===== src/rtl/ipi_bank.sv =====
module ipi_bank #(
  parameter int ADDR_W = 16,
  parameter int DATA_W = 32,
  parameter int MBOX_N = 8
) (
  input  logic              clk,
  input  logic              rst_n,
  input  logic              req_valid,
  input  logic              req_write,
  input  logic [ADDR_W-1:0] req_addr,
  input  logic [DATA_W-1:0] req_wdata,
  output logic [DATA_W-1:0] rd_data,
  output logic              irq
);

  localparam logic [5:0] W_PEND = 6'd0;
  localparam logic [5:0] W_EN   = 6'd1;
  localparam logic [5:0] W_SET  = 6'd2;
  localparam logic [5:0] W_CLR  = 6'd3;
  localparam int         MB_LO  = 8;
  localparam int         MB_HI  = MB_LO + MBOX_N;

  logic [DATA_W-1:0] pend, en;
  logic [DATA_W-1:0] mbox [MBOX_N];

  logic [5:0] word;
  logic       wr, rd, set_wr, clr_wr, en_wr;
  logic [DATA_W-1:0] pend_set, pend_clr;

  assign word     = req_addr[7:2];
  assign wr       = req_valid & req_write;
  assign rd       = req_valid & ~req_write;
  assign set_wr   = wr && (word == W_SET);
  assign clr_wr   = wr && (word == W_CLR);
  assign en_wr    = wr && (word == W_EN);
  assign pend_set = pend | req_wdata;
  assign pend_clr = pend & ~req_wdata;

  always_ff @(posedge clk or negedge rst_n) begin
    if (!rst_n) begin
      pend <= '0;
      en   <= '0;
      irq  <= 1'b0;
    end else begin
      if (en_wr) en <= req_wdata;
      if (set_wr) begin
        pend <= pend_set;
        if ((pend_set & en) != '0) irq <= 1'b1;
      end else if (clr_wr) begin
        pend <= pend_clr;
        if (pend_clr == '0 && en != '0) irq <= 1'b0;
      end
    end
  end

  for (genvar g = 0; g < MBOX_N; g++) begin : g_mbox
    always_ff @(posedge clk or negedge rst_n) begin
      if (!rst_n) mbox[g] <= '0;
      else if (wr && word == 6'(MB_LO + g)) mbox[g] <= req_wdata;
    end
  end

  always_comb begin
    rd_data = '0;
    if (rd) begin
      case (word)
        W_PEND: rd_data = pend;
        W_EN:   rd_data = en;
        default: begin
          for (int i = 0; i < MBOX_N; i++)
            if (word == 6'(MB_LO + i)) rd_data = mbox[i];
        end
      endcase
    end
  end

  AST_PEND_NO_DIRECT_WRITE: assert property (@(posedge clk) disable iff (!rst_n)
    (wr && word == W_PEND) |=> (pend == $past(pend)));

  AST_PEND_RISE_NEEDS_SET: assert property (@(posedge clk) disable iff (!rst_n)
    ((pend & ~$past(pend)) != '0) |-> $past(set_wr));

  AST_SET_RAISES: assert property (@(posedge clk) disable iff (!rst_n)
    (set_wr && ((pend | req_wdata) & en) != '0) |=> irq);

  AST_RISE_ONLY_ON_SET: assert property (@(posedge clk) disable iff (!rst_n)
    $rose(irq) |-> $past(set_wr));

  AST_CLEAR_LOWERS: assert property (@(posedge clk) disable iff (!rst_n)
    (clr_wr && (pend & ~req_wdata) == '0 && en != '0) |=> !irq);

  AST_FALL_ONLY_ON_CLEAR: assert property (@(posedge clk) disable iff (!rst_n)
    $fell(irq) |-> $past(clr_wr));

  AST_EN_KEEPS_LINE: assert property (@(posedge clk) disable iff (!rst_n)
    en_wr |=> $stable(irq));

  AST_STROBES_READ_ZERO: assert property (@(posedge clk) disable iff (!rst_n)
    (rd && (word == W_SET || word == W_CLR)) |-> (rd_data == '0));

  AST_IDLE_RDATA_ZERO: assert property (@(posedge clk) disable iff (!rst_n)
    !rd |-> (rd_data == '0));

  AST_RESET_LINE_LOW: assert property (@(posedge clk)
    !rst_n |-> !irq);

endmodule


===== config.mk =====
export PLATFORM = sky130hd
export DESIGN_NAME = ipi_bank
export DESIGN_NICKNAME = d
export VERILOG_FILES = /design/src/rtl/ipi_bank.sv
export SDC_FILE = /design/constraint.sdc
export NUM_CORES = 1
export LEC_CHECK = 0
export ABC_AREA = 1
export BUFFER_PORTS_ARGS = -buffer_cell sky130_fd_sc_hd__buf_2
export CORE_UTILIZATION = 30
export DETAILED_ROUTE_END_ITERATION = 8
export GPL_ROUTABILITY_DRIVEN = 0
export PLACE_DENSITY_LB_ADDON = 0.1
export SLEW_MARGIN = 20
export SYNTH_ARGS = -nofsm -noshare
export SYNTH_HDL_FRONTEND = slang
export SYNTH_SLANG_ARGS = --single-unit

===== constraint.sdc =====
create_clock -name clk -period 2.8 [get_ports clk]
set_input_delay 0.14 -clock clk [delete_from_list [all_inputs] [get_ports clk]]
set_output_delay 0.14 -clock clk [all_outputs]
set_load 0.005 [all_outputs]

## Word level (Yosys, flattened, before mapping)

Cells that the tools add are included.

- Input port bits: 52
- Bits in registers: 321
- Output and inout bits: 33

- Multiplexer cells: 16
- Bitwise operators: 7
- Reductions and logical operators: 19
- Equality and inequality tests: 12

Operator list:

| cell | number |
|---|---|
| 32-bit 2-to-1 mux | 11 |
| 32-bit bitwise AND | 2 |
| 32-bit one-hot mux with 2 select lines | 1 |
| 32-bit nonzero test | 2 |
| 6-bit by 4-bit equality test with 1-bit output (second input constant) | 8 |
| 32-bit zero test | 1 |
| 32-bit inverter | 1 |
| 32-bit OR | 1 |
| 6-bit by 2-bit equality test with 1-bit output (second input constant) | 2 |
| 1-bit logical AND | 12 |
| 6-bit by 1-bit equality test with 1-bit output (second input constant) | 1 |
| 6-bit zero test | 1 |
| 1-bit 2-to-1 mux | 4 |
| 2-bit nonzero test | 2 |
| 3-bit AND reduction | 1 |
| 1-bit bitwise AND | 2 |
| 2-bit by 1-bit inequality test with 1-bit output (second input constant) | 1 |
| 1-bit inverter | 1 |

## Depth between registers and ports, before layout

- Depth after elaboration: 11
- Gate-level depth with buffers: 14

## Worst setup path after synthesis

OpenSTA, ideal clock, no wires.

- Path kind: input to output
- From: input req_addr[7]
- To: output rd_data[29]
- Slack: 1,404 ps
- Required time: 2,660 ps
- Stages: 10
- Arrival: 1,256 ps
- Cells stage by stage: nor2_4 > nand3_4 > nor2_4 > inv_2 > buf_2 > or2_0 > nand2_1 > nand4_1 > nand2_1 > inv_1

- Longest elaborated chain between the ends: 11

RTL lines:

| what | line | source |
|---|---|---|
| start, declared | 10 | `input logic [ADDR_W-1:0] req_addr,` |
| 6-bit by 4-bit equality test with 1-bit output | 71 | `if (word == 6'(MB_LO + i)) rd_data = mbox[i];` |
| 32-bit 2-to-1 mux (8 in series) | 71 |  |
| 32-bit one-hot mux with 2 select lines * | 66 | `case (word)` |
| 32-bit 2-to-1 mux * | 65 | `if (rd) begin` |
| end, declared | 12 | `output logic [DATA_W-1:0] rd_data,` |

Mark *: on every way between the ends. The rest lies on a longest branch, timed or not.

## Final worst setup path

- From: input req_addr[5]
- To: output rd_data[21]

Same word-level chain as after synthesis.

==> results.toml <==
[final_layout]
fillCellCount = 5184
seq_area_um2 = 8030
area_growth_pct = 20.1
multi_input_area_um2 = 5930
final_common_cell = "nand2_1"
fin_util_pct = 36.6
final_nets = 2035
final_cell_mix = "nand2_1, dfrtp_1, o21ai_0"
drive_gt1_share_pct = 11.8
n_antenna_cell = 0

[floorplanning]
die-area_um2 = 50700
die_height_um = 225
fp-row-count = 81
initial_core_util_pct = 30.4
io_pins = 85
core_um2 = 49100
die_x_um = 225

[power_and_ir_drop]
worst_ir_drop_vdd_uv = 413
power_density_nw_per_um2 = 634
power.total_mw = 11.4
p_leak_nw = 8.62

[clock_network]
clkLatencyLatePin_ns = 0.56
clockBufferDepth = 3
clk_pin_slew_ns = 0.06
cts_tree = "done"
h-tree-depth = 2
cts_resized = 0
cts_setup_buffers = 0
root_buffer = "clkbuf_16"
cts_sinks = 321
cts_buffers = 39
cts_hold_buf = 33

[yosys]
yosys_warnings = 0
synth_cell_types = 32
synth_area_per_cell_um2 = 7.94
syn_area_um2 = 14900
syn_nets = 1933
synth_seq_area_share_pct = 53.8
ys_ff_latch = 321
synth_cells = 1881

[setup_path]
critPathRequiredTime_ns = 2.66
crit_path_start_kind = "input port"
crit_path_top_delay_cell = "a21oi_1"
critical_path_class = "input port to output port"
max_stage_delay_ns = 0.39
critPathArrivalTime_ns = 2.11
setup.worst_path.end_class = "output port"
r2r_slack_ns = 0.92
crit_fanout = 12
path_cells = "buf_2 > inv_1 > nand3_2 > nor2_1 > inv_1 > buf_4 > o221ai_1 > a21oi_1 > buf_2"

[sta]
finalSetupTns_ns = 0
slew_viol_final = 0
fmax_ghz = 0.445
slew_headroom_pct = 57.5
setup_viol = 0
skew_ns = 0.0159
grt_setup_unrepaired = "false"
min_period_over_period_pct = 80.3
fin_crit_ns = 2.25
tightest_slew_ns = 0.637
hold_viol = 0
whs_ns = 0.128

[place]
dp_hpwl_um = 34800
port_buffers = 74

[outcome]
status = "completed"

[hold_path]
hold_path_class = "input port to asynchronous set/reset pin"

[global_route]
grt-ovfl-total = 0
grt_max_degree = 70
antenna_found_initial = 1
grt_pass1_vias = 12496
grt_pass1_wl_um = 80400
track_usage_pct = 21.3

[routing]
antenna_left = 0
wl_per_cell_um = 19.7
via_count = 13019
dr.first_iter.drc_count = 1017
finalWirelength_um = 52700
first_pass_iters = 7
drc = 0
vias_per_cell = 4.87

[job]
drv_cap = 0
==> kinds of logic after synthesis <==
| family | count (synthesis) | share of synthesized area [%] |
|---|---|---|
| DFF | 321 | 53.8 |
| buffers and inverters | 262 | 6.83 |
| and+or+nand+nor | 902 | 24.8 |
| AOI/OAI and AO/OA | 396 | 14.6 |
==> cell usage after synthesis (all sizes together) <==
cell / number / area [µm²]
a211oi: 4 / 30.0
a221oi: 6 / 52.6
nand2: 632 / 2380
a21oi: 38 / 190
o21a: 1 / 7.51
clkbuf: 73 / 274
nor3b: 1 / 7.51
dfrtp: 321 / 8030
inv: 161 / 604
o21ai: 292 / 1460
o211ai: 32 / 240
nand3: 45 / 248
a22oi: 1 / 7.51
buf: 27 / 138
or2: 16 / 100
o221ai: 22 / 193
nor3: 7 / 35.0
nand4: 48 / 300
nor2: 149 / 602
nor4: 4 / 25.0
clkinv: 1 / 3.75
==> sequential cells by signal, summed over array words and instances (netlist names), named ones only <==
name	count
en	32
irq	1
mbox	256
==> worst max-delay path: cells and delay by family <==
kind,cells,cell delay [ns]
compound gates,2,0.53
buf+inv,5,1.13
simple gates,2,0.28
==> power by group <==
group | switching [mW] | internal (mW) | leakage [nW]
combinational | 0.613 | 0.319 | 3.79
clock | 2.03 | 3.19 | 0.661
sequential | 0.202 | 5.01 | 4.17
total | 2.85 | 8.52 | 8.62
==> path summary, 6_finish.rpt <==
check / start / endpoint / cells after the start
max: req_addr[5] / rd_data[21] / 9
min: rst_n / mbox[190] / 2
max reg2reg: flip-flop / irq / 8
min reg2reg: mbox[102] / mbox[102] / 2
max in group asynchronous: rst_n / en[12] / 3
min in group clk: req_addr[6] / mbox[191] / 6
==> through the flow <==
stage | std cells | instance area, µm² | worst slack, ns
3_3_place_gp | 2573 | 16300 | 0.598
4_1_cts | 2675 | 17900 | 0.575
2_1_floorplan | 1881 | 14900 | 1.40
6_report | 2675 | 17900 | 0.551
5_1_grt | 2675 | 17900 | 0.404
3_5_place_dp | 2573 | 16300 | 0.582
==> cell type report <==
type / count / area share, %
Clock buffer: 60 / 6.85
Clock inverter: 9 / 0.530
Inverter: 162 / 3.39
Multi-Input combinational cell: 1298 / 33.1
Sequential cell: 321 / 44.8
Tap cell: 664 / 4.63
Timing Repair Buffer: 161 / 6.71
==> per-layer routing <==
metal  wire, µm  vias to the layer above  global-route usage (%)
met4        821                        2                    4.65
met2      24100                      292                    33.7
met3       2260                       52                    2.99
met5         13                        -                       0
met1      25600                     6360                    30.8
li1           -                     6313                       -
Power figures use the tool's default switching activity.
